`src/rtl/lpt_pkg.sv`:
```
package lpt_pkg;

    // Register byte offsets (decoded by the register block)
    localparam logic [7:0] OFS_CTRL   = 8'h00;
    localparam logic [7:0] OFS_CFG    = 8'h04;
    localparam logic [7:0] OFS_IEN    = 8'h08;
    localparam logic [7:0] OFS_STAT   = 8'h0C;
    localparam logic [7:0] OFS_CLR    = 8'h10;
    localparam logic [7:0] OFS_RELOAD = 8'h14;
    localparam logic [7:0] OFS_COUNT  = 8'h18;

    // Control bit positions
    localparam int CTRL_EN_BIT   = 0;
    localparam int CTRL_ONCE_BIT = 1;
    localparam int CTRL_LOOP_BIT = 2;

    // Prescaler field position in config
    localparam int PSC_LSB = 9;

    // Match flag position in status, irq-enable and clear
    localparam int MATCH_BIT = 0;

    typedef enum logic {
        RUN_ONCE = 1'b0,
        RUN_LOOP = 1'b1
    } run_mode_e;

    typedef struct packed {
        logic      start;
        logic      stop;
        run_mode_e mode;
    } tmr_cmd_t;

    // Low-ones mask for a prescaler code: divide by 2^code
    function automatic logic [7:0] div_mask(input logic [2:0] code);
        logic [7:0] m;
        m = '0;
        for (int i = 0; i < 8; i++) begin
            if (i < int'(code)) m[i] = 1'b1;
        end
        return m;
    endfunction

endpackage

```
`src/rtl/lpt_regs.sv`:
```
module lpt_regs
    import lpt_pkg::*;
#(
    parameter int ADDR_W = 5,
    parameter int DATA_W = 32,
    parameter int CNT_W  = 16,
    parameter int PSC_W  = 3
) (
    input  logic              clk,
    input  logic              rst,
    input  logic [ADDR_W-1:0] bus_addr,
    input  logic [DATA_W-1:0] bus_wdata,
    input  logic              bus_we,
    output logic [DATA_W-1:0] bus_rdata,
    input  logic [CNT_W-1:0]  cnt_i,
    input  logic              flag_i,
    output logic              enable_o,
    output logic              ien_o,
    output logic [CNT_W-1:0]  reload_o,
    output logic [PSC_W-1:0]  psc_o,
    output tmr_cmd_t          cmd_o,
    output logic              clr_flag_o
);

    logic              enable_q;
    logic              ien_q;
    logic [CNT_W-1:0]  reload_q;
    logic [PSC_W-1:0]  psc_q;

    logic wr_ctrl, wr_cfg, wr_ien, wr_clr, wr_reload;

    always_comb begin
        wr_ctrl   = bus_we && (bus_addr == OFS_CTRL[ADDR_W-1:0]);
        wr_cfg    = bus_we && (bus_addr == OFS_CFG[ADDR_W-1:0]);
        wr_ien    = bus_we && (bus_addr == OFS_IEN[ADDR_W-1:0]);
        wr_clr    = bus_we && (bus_addr == OFS_CLR[ADDR_W-1:0]);
        wr_reload = bus_we && (bus_addr == OFS_RELOAD[ADDR_W-1:0]);
    end

    // Command decode: start requires enable in the same write
    always_comb begin
        cmd_o.stop  = wr_ctrl && !bus_wdata[CTRL_EN_BIT];
        cmd_o.start = wr_ctrl && bus_wdata[CTRL_EN_BIT]
                      && (bus_wdata[CTRL_ONCE_BIT] || bus_wdata[CTRL_LOOP_BIT]);
        cmd_o.mode  = bus_wdata[CTRL_ONCE_BIT] ? RUN_ONCE : RUN_LOOP;
        clr_flag_o  = wr_clr && bus_wdata[MATCH_BIT];
    end

    always_ff @(posedge clk) begin
        if (rst) begin
            enable_q <= 1'b0;
            ien_q    <= 1'b0;
            reload_q <= '0;
            psc_q    <= '0;
        end else begin
            if (wr_ctrl) enable_q <= bus_wdata[CTRL_EN_BIT];
            if (wr_cfg) psc_q <= bus_wdata[PSC_LSB +: PSC_W];
            if (wr_ien && !enable_q) ien_q <= bus_wdata[MATCH_BIT];
            if (wr_reload && enable_q) reload_q <= bus_wdata[CNT_W-1:0];
        end
    end

    always_comb begin
        bus_rdata = '0;
        unique case (bus_addr)
            OFS_CTRL[ADDR_W-1:0]:   bus_rdata[CTRL_EN_BIT] = enable_q;
            OFS_CFG[ADDR_W-1:0]:    bus_rdata[PSC_LSB +: PSC_W] = psc_q;
            OFS_IEN[ADDR_W-1:0]:    bus_rdata[MATCH_BIT] = ien_q;
            OFS_STAT[ADDR_W-1:0]:   bus_rdata[MATCH_BIT] = flag_i;
            OFS_RELOAD[ADDR_W-1:0]: bus_rdata[CNT_W-1:0] = reload_q;
            OFS_COUNT[ADDR_W-1:0]:  bus_rdata[CNT_W-1:0] = cnt_i;
            default:                bus_rdata = '0;
        endcase
    end

    assign enable_o = enable_q;
    assign ien_o    = ien_q;
    assign reload_o = reload_q;
    assign psc_o    = psc_q;

endmodule

```
`src/rtl/lpt_prescaler.sv`:
```
module lpt_prescaler
    import lpt_pkg::*;
#(
    parameter int PSC_W = 3,
    localparam int DIV_W = (1 << PSC_W) - 1
) (
    input  logic             clk,
    input  logic             rst,
    input  logic             run_i,
    input  logic             restart_i,
    input  logic [PSC_W-1:0] code_i,
    output logic             tick_o
);

    logic [DIV_W-1:0] pcnt_q;
    logic [DIV_W-1:0] mask;

    always_comb begin
        mask   = DIV_W'(div_mask(3'(code_i)));
        tick_o = run_i && ((pcnt_q & mask) == mask);
    end

    always_ff @(posedge clk) begin
        if (rst || restart_i) begin
            pcnt_q <= '0;
        end else if (run_i) begin
            pcnt_q <= pcnt_q + 1'b1;
        end
    end

endmodule

```
`src/rtl/lpt_counter.sv`:
```
module lpt_counter
    import lpt_pkg::*;
#(
    parameter int CNT_W = 16
) (
    input  logic             clk,
    input  logic             rst,
    input  tmr_cmd_t         cmd_i,
    input  logic             tick_i,
    input  logic [CNT_W-1:0] reload_i,
    input  logic             clr_flag_i,
    output logic [CNT_W-1:0] cnt_o,
    output logic             running_o,
    output run_mode_e        mode_o,
    output logic             flag_o
);

    logic [CNT_W-1:0] cnt_q;
    logic             running_q;
    run_mode_e        mode_q;
    logic             flag_q;
    logic             hit;

    always_comb begin
        hit = running_q && tick_i && (cnt_q == reload_i)
              && !cmd_i.start && !cmd_i.stop;
    end

    always_ff @(posedge clk) begin
        if (rst) begin
            cnt_q     <= '0;
            running_q <= 1'b0;
            mode_q    <= RUN_ONCE;
            flag_q    <= 1'b0;
        end else begin
            if (hit) flag_q <= 1'b1;
            else if (clr_flag_i) flag_q <= 1'b0;

            if (cmd_i.stop) begin
                running_q <= 1'b0;
                cnt_q     <= '0;
            end else if (cmd_i.start) begin
                running_q <= 1'b1;
                cnt_q     <= '0;
                mode_q    <= cmd_i.mode;
            end else if (running_q && tick_i) begin
                if (cnt_q == reload_i) begin
                    cnt_q <= '0;
                    if (mode_q == RUN_ONCE) running_q <= 1'b0;
                end else begin
                    cnt_q <= cnt_q + 1'b1;
                end
            end
        end
    end

    assign cnt_o     = cnt_q;
    assign running_o = running_q;
    assign mode_o    = mode_q;
    assign flag_o    = flag_q;

endmodule

```
`src/rtl/lp_evt_timer.sv`:
```
module lp_evt_timer
    import lpt_pkg::*;
#(
    parameter int ADDR_W = 5,
    parameter int DATA_W = 32,
    parameter int CNT_W  = 16,
    parameter int PSC_W  = 3
) (
    input  logic              clk,
    input  logic              rst,
    input  logic [ADDR_W-1:0] bus_addr,
    input  logic [DATA_W-1:0] bus_wdata,
    input  logic              bus_we,
    output logic [DATA_W-1:0] bus_rdata,
    output logic              irq_o
);

    logic             enable;
    logic             ien;
    logic [CNT_W-1:0] reload;
    logic [PSC_W-1:0] psc;
    tmr_cmd_t         cmd;
    logic             clr_flag;
    logic             tick;
    logic [CNT_W-1:0] cnt;
    logic             running;
    run_mode_e        mode;
    logic             flag;

    lpt_regs #(
        .ADDR_W(ADDR_W), .DATA_W(DATA_W), .CNT_W(CNT_W), .PSC_W(PSC_W)
    ) u_regs (
        .clk(clk), .rst(rst),
        .bus_addr(bus_addr), .bus_wdata(bus_wdata), .bus_we(bus_we),
        .bus_rdata(bus_rdata),
        .cnt_i(cnt), .flag_i(flag),
        .enable_o(enable), .ien_o(ien), .reload_o(reload), .psc_o(psc),
        .cmd_o(cmd), .clr_flag_o(clr_flag)
    );

    lpt_prescaler #(.PSC_W(PSC_W)) u_psc (
        .clk(clk), .rst(rst),
        .run_i(running),
        .restart_i(cmd.start || cmd.stop),
        .code_i(psc),
        .tick_o(tick)
    );

    lpt_counter #(.CNT_W(CNT_W)) u_cnt (
        .clk(clk), .rst(rst),
        .cmd_i(cmd), .tick_i(tick), .reload_i(reload), .clr_flag_i(clr_flag),
        .cnt_o(cnt), .running_o(running), .mode_o(mode), .flag_o(flag)
    );

    assign irq_o = flag && ien;

endmodule

```
`config.mk`:
```
export PLATFORM = sky130hd
export DESIGN_NAME = lp_evt_timer
export DESIGN_NICKNAME = d
export VERILOG_FILES = /design/src/rtl/lpt_pkg.sv /design/src/rtl/lpt_regs.sv /design/src/rtl/lpt_prescaler.sv /design/src/rtl/lpt_counter.sv /design/src/rtl/lp_evt_timer.sv
export SDC_FILE = /design/constraint.sdc
export NUM_CORES = 1
export LEC_CHECK = 0
export CORE_MARGIN = 5
export CORE_UTILIZATION = 53
export DETAILED_ROUTE_END_ITERATION = 16
export GPL_ROUTABILITY_DRIVEN = 0
export PLACE_DENSITY = 0.95
export SYNTH_ARGS = -nofsm -noshare
export SYNTH_HDL_FRONTEND = slang
export SYNTH_SLANG_ARGS = --single-unit
```
`constraint.sdc`:
```
create_clock -name clk -period 4 [get_ports clk]
set_input_delay 0.6 -clock clk [delete_from_list [all_inputs] [get_ports clk]]
set_output_delay 0.6 -clock clk [all_outputs]
set_load 0.01 [all_outputs]
```
==> Word level (Yosys, flattened, before mapping) <==
Cells that the tools add are included.
{ "word_totals": {"ff_bits": 47, "in_bits": 40, "elab_cells": 80} }
{ "op_classes": {"muxes": 19, "n_reduce_logical": 32, "bitwise": 2, "n_eq_ne": 9, "magnitude_cmp": 7, "addsub": 2} }
{ "op_table": {"columns": ["operator", "n"], "rows": [
  ["logical AND 1 bit", 17],
  ["adder 16 x 1 -> 16 bit (second input constant)", 1],
  ["equality test 16 bit", 1],
  ["two-way mux 16 bit", 1],
  ["case mux 8 bit (2 select lines)", 1],
  ["equality test 5 bit (second input constant)", 3],
  ["two-way mux 1 bit", 14],
  ["equality test 5 x 4 -> 1 bit (second input constant)", 2],
  ["< comparator 3 bit (first input constant)", 3],
  ["case mux 3 bit (3 select lines)", 1],
  ["case mux 4 bit (2 select lines)", 1],
  ["adder 7 x 1 -> 7 bit (second input constant)", 1],
  ["AND 7 bit", 1],
  ["equality test 7 bit", 1],
  ["< comparator 1 x 3 -> 1 bit (first input constant)", 2],
  ["< comparator 2 x 3 -> 1 bit (first input constant)", 2],
  ["nonzero test 2 bit", 3],
  ["equality test 5 x 3 -> 1 bit (second input constant)", 1],
  ["zero test 5 bit", 1],
  ["case mux 1 bit (5 select lines)", 1],
  ["zero test 1 bit", 4],
  ["logical OR 1 bit", 3],
  ["AND reduction 3 bit", 1],
  ["OR reduction 3 bit", 1],
  ["4 further kinds", 4]
]} }

==> Longest topological paths before layout <==
Gate-level depths: netlist (run 1).
{ "logic_depth": {"depth_word": 10, "ltp_mapped": 7, "ltp_nobuf": 6} }

==> By module <==
A second synthesis (run 1) with hierarchy kept.
{ "unflattened": {"hier_cells": 316, "hier_area_um2": 2727.6} }
{ "modules_own_cells": {"columns": ["mod", "seq_area_each_um2", "area_per_inst_um2", "instances", "cells_per_inst"], "rows": [
  ["lpt_regs", 420.4, 1327.5, 1, 158],
  ["lpt_counter", 380.4, 1039.7, 1, 115],
  ["lpt_prescaler", 140.1, 347.8, 1, 41],
  ["lp_evt_timer", 0.0, 12.5, 1, 2]
]} }

==> Worst setup path after synthesis (run 1) <==
OpenSTA, ideal clock, no wires.
{ "synth_path": {"path_type": "in2out", "startpoint": "in bus_addr[1]", "endpoint": "out bus_rdata[12]", "path_stages": 4, "required_ps": 3400, "n_path_buf": 1, "arrival_ps": 1733, "path_slack_ps": 1667, "cell_sequence": "or3b_1 -> nor2b_1 -> buf_2 -> a22o_1"} }
{ "synth_between": {"elab_chain_len": 2} }
{ "synth_rtl": {"columns": ["item", "line_no", "source"], "rows": [
  ["start, declared", "lp_evt_timer.sv:11", "input logic [ADDR_W-1:0] bus_addr,"],
  ["equality test 5 bit", "lpt_regs.sv:65", "unique case (bus_addr)"],
  ["case mux 4 bit (2 select lines) *", "lpt_regs.sv:65", null],
  ["end, declared", "lp_evt_timer.sv:14", "output logic [DATA_W-1:0] bus_rdata,"]
]} }
Mark *: on every way between the ends. The rest lies on a longest branch, timed or not.

==> Worst setup path after layout (run 1) <==
{ "layout_path": {"startpoint": "in bus_addr[4]", "endpoint": "out bus_rdata[10]"} }
{ "layout_between": {"elab_chain_len": 2} }
{ "layout_rtl": {"columns": ["item", "line_no"], "rows": [
  ["equality test 5 bit or equality test 5 x 3 -> 1 bit (tied branches)", "lpt_regs.sv:65"],
  ["case mux 3 bit (3 select lines) *", "lpt_regs.sv:65"]
]} }
Marks and branches as above.

==> flow_summary.json, run 1 <==
{
  "finalSetupTns_ns": 0,
  "post_synth.cell_area_avg_um2": 8.15,
  "synth.largest_area_cell": "dfxtp_1",
  "status": "finished, final reports clean",
  "tritoncts_num_sinks": 47,
  "antenna_cells": 0,
  "core_um2": 5070,
  "cpMaxStageDelayCell": "clkdlybuf4s50_1",
  "power.density_nw_per_um2": 251,
  "synth-seq-cells": 47,
  "clk_latency_ns": 0.30,
  "finalHoldViolations": 0,
  "final_antenna_net_count": 0,
  "wl_per_cell_um": 15.0,
  "die_h_um": 82.2,
  "syn2layout_area_growth_pct": 14.4,
  "relSlewSlack_pct": 40.5,
  "grt_max_degree": 34,
  "num_vias": 2551,
  "yosysUniqueCellTypes": 53,
  "async_reset_ff_share_pct": 0,
  "drt_iter0_drc": 130,
  "gr-usage-all-layers_pct": 20.2,
  "cpPeakStageDelay_ns": 0.56,
  "setup_violations": 0,
  "cp.arrival_ns": 2.78,
  "cts.clk_slew.worst_paths_ns": 0.09,
  "die_w_um": 82.2,
  "crit_chain": "clkdlybuf4s50_1 > or3b_1 > nor2b_1 > buf_4 > a22oi_1 > nand2_1 > clkdlybuf4s50_1",
  "synth_area_leaders": "dfxtp_1, nand2_1, xor2_1",
  "hpwlAfterDp_um": 4820,
  "via_per_inst": 5.89,
  "htreeDepth": 2,
  "dieArea_um2": 6760,
  "grt_first_pass_wirelength_um": 10700,
  "cp_max_fo": 15,
  "cts_resized": 0,
  "ios": 73,
  "tightest_slew_ns": 0.890,
  "first_pass_iters": 5,
  "seq_area_frac_synth_pct": 34.1,
  "period_needed_ns": 3.38,
  "cts_setup_buffers": 0,
  "antenna_found_initial": 0,
  "grt_pass1_vias": 2406,
  "port_buffers": 40,
  "synth-main-ff-cell": "dfxtp_1",
  "dpl_worst_slack_ns": 0.653,
  "finalWorstSetupSlack_ns": 0.618,
  "synth_enable_flop_cells": 0,
  "cts_tree": "done",
  "hp-class": "reg -> reg",
  "post_dp_cell_area_um2": 3080,
  "grt_overflow_total": 0,
  "criticalPathCategory": "in -> out",
  "cts_made_buffers": 5,
  "setup.worst_path.end_class": "primary output",
  "power_leakage_nw": 1.12,
  "fillers": 436,
  "clockBufferDepth": 2,
  "register_area_um2": 941,
  "cp_common_cell": "clkdlybuf4s50_1",
  "power_w": 0.000794,
  "required_ns": 3.40,
  "synth_cells": 339,
  "fin_util_pct": 62.3,
  "finalInstanceArea_um2": 3160,
  "synth_most_common_cell": "nand2_1",
  "cts-hold-fix-buffers": 0,
  "ys_top_cells_by_count": "nand2_1, dfxtp_1, a21oi_1",
  "skew_ns": 0.0124,
  "worstSetupStartpointType": "primary input",
  "rsz0062_at_grt": "no",
  "fmax_mhz": 296,
  "period_share_pct": 84.6,
  "root_buffer": "clkbuf_8",
  "initial_core_util_pct": 54.4,
  "drt-total-wl_um": 6520,
  "maxSlewViolCount": 0,
  "synth_top_area_share_pct": 34.1,
  "peakVddDrop_mv": 0.169,
  "multi_input_area_um2": 1620,
  "syn_area_um2": 2760,
  "drive_gt1_share_pct": 9.64,
  "route.detailed.drc": 0,
  "cap_violations": 0,
  "nNetsFinal": 406,
  "yosys_warnings": 0,
  "rows": 26
}
[through the flow]
step / hold WS, ns / instances
detailed placement: 0.480 / 427
global route: 0.511 / 433
finish: 0.494 / 433
CTS: 0.493 / 433
global placement: 0.469 / 427
floorplan: 0.461 / 354
[worst paths after layout]
kind	from	end	slack, ns	depth (start not counted)
hold reg to reg	u_regs.reload_o[4]	u_regs.reload_o[4]	0.49	2
setup reg to reg	u_psc.pcnt_q[0]	u_cnt.cnt_o[15]	1.51	5
setup / recovery	bus_addr[4]	bus_rdata[10]	0.62	7
hold / removal	u_regs.reload_o[4]	u_regs.reload_o[4]	0.49	2
[cell usage in the layout (no fill, tap or decap), types with 9 or more instances in the layout]
cell and n:
a21oi_1 28, a21oi_2 9, a22o_1 12, clkdlybuf4s50_1 40, conb_1 16, dfxtp_1 47
nand2_1 55, nand3_1 11, nand4_1 9, nor2_1 21, o31ai_1 12, xor2_1 19
[worst max-delay path, delay by kind of cell]
kind	cells	cell delay, ns
buffers and inverters	3	1.30
AO/OA/AOI/OAI	1	0.13
AND/OR/NAND/NOR	3	0.74
[area by class of cell]
cell class,count,share of cell area [%]
sequential,47,29.8
timing repair buffer,42,13.1
inverter,5,0.594
clock buffer,5,2.18
clock inverter,1,0.238
multi-input combinational,263,51.3
tap,70,2.77
[kinds of logic after synthesis]
group / Yosys count / synth area share (%)
simple gates: 136 / 25.9
compound gates: 84 / 21.6
flops: 47 / 34.1
buf+inv: 44 / 9.28
xor+xnor: 22 / 6.97
mux: 3 / 1.13
fa+ha+maj: 2 / 0.906
other cells: 1 / 0.136
[routing by layer]
| metal | up-vias | wire length, um | GRT usage, % |
|---|---|---|---|
| met3 | 20 | 530 | 3.80 |
| li1 | 1220 | - | - |
| met4 | 0 | 189 | 8.97 |
| met1 | 1192 | 2600 | 24.1 |
| met5 | - | 0 | 0 |
| met2 | 119 | 3190 | 34.9 |
[power breakdown]
group          leakage (nW)  switching, W  internal (W)  total (W)
clock network        0.0361      0.000149      0.000116   0.000265
logic                 0.702     0.0000330     0.0000267  0.0000597
registers             0.378    0.00000103      0.000468   0.000469
total                  1.12      0.000183      0.000611   0.000794
[sequential cells by signal, summed over array words and instances, names as in the netlist]
| name | flops |
|---|---|
| u_cnt.mode_o | 1 |
| u_cnt.flag_o | 1 |
| u_regs.enable_o | 1 |
| u_regs.reload_o | 16 |
| u_cnt.cnt_o | 16 |
| u_cnt.running_o | 1 |
| u_regs.ien_o | 1 |
| u_regs.psc_o | 3 |
| u_psc.pcnt_q | 7 |
Power figures use the tool's default switching activity.
==> run 2, diff against run 1 <==
Settings changed: CORE_UTILIZATION 53 to 44, PLACE_DENSITY 0.95 to 0.85.
Clock period 4 ns to 2.8 ns, I/O delays scaled along.
==> run 2 against run 1 <==
- clock power up 68%
- final cell count increased by 4.6%
- clock-buffer cell count increased by 1
- hold slack gained 0.0034 ns
- die area grew 18%
- register-to-register slack got worse by 1.2 ns
- critical endpoint is now bus_rdata[1]
- cell area is 5.0% higher
- routed wire length grew 3.8%
- setup slack lost 0.58 ns
- sequential cell count did not move
- largest cell class unchanged
- first-iteration DRC count up 130%
==> flow_summary.json, run 2 (synthesis results as in run 1) <==
{
  "clockBufferDepth": 2,
  "status": "finished, final reports clean",
  "cts_tree": "done",
  "setup.worst_path.end_class": "primary output",
  "cp.arrival_ns": 2.34,
  "die_h_um": 89.2,
  "syn2layout_area_growth_pct": 20.2,
  "cts-hold-fix-buffers": 0,
  "grt_max_degree": 33,
  "gr-usage-all-layers_pct": 17.8,
  "clk_latency_ns": 0.30,
  "required_ns": 2.38,
  "ios": 73,
  "dieArea_um2": 7960,
  "power.density_nw_per_um2": 365,
  "criticalPathCategory": "in -> out",
  "initial_core_util_pct": 45.8,
  "core_um2": 6030,
  "layout_common_cells": "nand2_1, dfxtp_1, clkdlybuf4s50_1",
  "cts_setup_buffers": 0,
  "final_common_cell": "nand2_1",
  "cts_made_buffers": 5,
  "power_frac_comb_pct": 7.8,
  "num_vias": 2536,
  "hp-class": "reg -> reg",
  "r2r_setup_slack_ns": 0.35,
  "swShare_pct": 24.4,
  "fin_util_pct": 55.1,
  "hp-start": "u_regs.reload_o[12]",
  "finalHoldViolations": 0,
  "rsz0062_at_grt": "no",
  "min_to": "u_regs.reload_o[12]",
  "tightest_slew_ns": 0.917,
  "drt-total-wl_um": 6770,
  "drive_gt1_share_pct": 14.0,
  "setup_violations": 0,
  "cap_violations": 0,
  "hpwlAfterDp_um": 4980,
  "rr_worst_depth": 5,
  "peakVddDrop_mv": 0.327,
  "skew_ns": 0.00438,
  "min_path_cells": 2,
  "nNetsFinal": 419,
  "cpPeakStageDelay_ns": 0.54,
  "cp_max_fo": 7,
  "post_dp_cell_area_um2": 3190,
  "finalInstanceArea_um2": 3320,
  "maxSlewViolCount": 0,
  "grt_first_pass_wirelength_um": 11400,
  "fmax_mhz": 362,
  "wl_per_cell_um": 14.9,
  "tritoncts_num_sinks": 47,
  "grt_overflow_total": 0,
  "timing.rr.start": "u_cnt.cnt_o[11]",
  "via_per_inst": 5.60,
  "finalSetupTns_ns": 0,
  "rows": 28,
  "root_buffer": "clkbuf_8",
  "period_share_pct": 98.6,
  "grt_pass1_vias": 2457,
  "worstSetupStartpointType": "primary input",
  "die_w_um": 89.2,
  "p_sw_w": 0.000295,
  "relSlewSlack_pct": 38.9,
  "drt_iter0_drc": 305,
  "first_pass_iters": 4,
  "port_buffers": 40,
  "p_int_w": 0.000916,
  "crit_chain": "clkdlybuf4s50_1 > or3b_4 > nor2b_4 > buf_4 > a22o_1 > clkdlybuf4s50_1",
  "cp-startpoint": "bus_addr[4]",
  "cpMaxStageDelayCell": "clkdlybuf4s50_1",
  "cts.clk_slew.worst_paths_ns": 0.09,
  "period_needed_ns": 2.76,
  "antenna_found_initial": 0,
  "route.detailed.drc": 0,
  "htreeDepth": 2,
  "reg2reg_to": "u_cnt.cnt_o[15]",
  "antenna_cells": 0,
  "cp_common_cell": "clkdlybuf4s50_1",
  "power_leakage_nw": 1.24,
  "p_clk_share_pct": 36.8,
  "final_antenna_net_count": 0,
  "seqPwrFrac_pct": 55.3
}
## run 2: cell types whose count changed in the layout (fill, tap and decap cells not counted), moves of 2 or more
cell,before,now
buf_4,2,13
clkdlybuf4s50_1,40,37
dlymetal6s2s_1,0,2
nor2b_1,5,3
## run 2: layout make-up
| class | count | area, um2 |
|---|---|---|
| Tap cell | 75 | 93.8 |
| Fill cell | 550 | 2710 |
| Sequential cell | 47 | 941 |
| Multi-Input combinational cell | 263 | 1630 |
| Timing Repair Buffer | 55 | 533 |
| Inverter | 5 | 18.8 |
| Clock inverter | 2 | 16.3 |
| Clock buffer | 6 | 82.6 |
## run 2: worst max-delay path, delay by kind of cell
| kind | cells | cell delay, ns |
|---|---|---|
| simple gates | 2 | 0.59 |
| buf+inv | 3 | 1.19 |
| compound gates | 1 | 0.13 |
## run 2: repair_timing
item | 4_1_cts | 5_1_grt
gates cloned | 0 | 1
endpoints found under the setup margin | 3 | 12
gates resized for setup | 3 | 7
## run 2: worst max path at each step
stage	to	slack [ns]	depth (start not counted)
4_1_cts	bus_rdata[11]	0.008	7
5_1_grt	bus_rdata[4]	0.01	6
2_1_floorplan	bus_rdata[12]	0.83	4
3_3_place_gp	bus_rdata[9]	-0.01	7
3_5_place_dp	bus_rdata[10]	-0.03	7
6_report	bus_rdata[1]	0.04	6
## run 2: routing by layer
metal | track usage, % | share of wire [%] | up-vias
met4 | 3.79 | 0.84 | 0
met2 | 30.2 | 48 | 75
li1 | - | - | 1249
met3 | 3.69 | 5.8 | 9
met1 | 23.4 | 45 | 1203
met5 | 0 | 0 | -
## run 2: through the flow
step | std cells | hold WS [ns] | total power (W) | setup slack [ns]
4_1_cts | 452 | 0.497 | 0.00121 | 0.00762
2_1_floorplan | 354 | 0.461 | 0.000745 | 0.827
3_5_place_dp | 444 | 0.484 | 0.000777 | -0.0313
6_report | 453 | 0.498 | 0.00121 | 0.0392
5_1_grt | 453 | 0.519 | 0.00125 | 0.0119
3_3_place_gp | 444 | 0.475 | 0.000775 | -0.0120
## run 2: power groups by stage
stage	Combinational (W)	Clock (W)	Sequential, W
finish	0.0000950	0.000446	0.000670
global placement	0.0000893	0	0.000686
global route	0.000103	0.000479	0.000671
floorplan	0.0000597	0	0.000685
CTS	0.0000920	0.000448	0.000670
detailed placement	0.0000907	0	0.000686
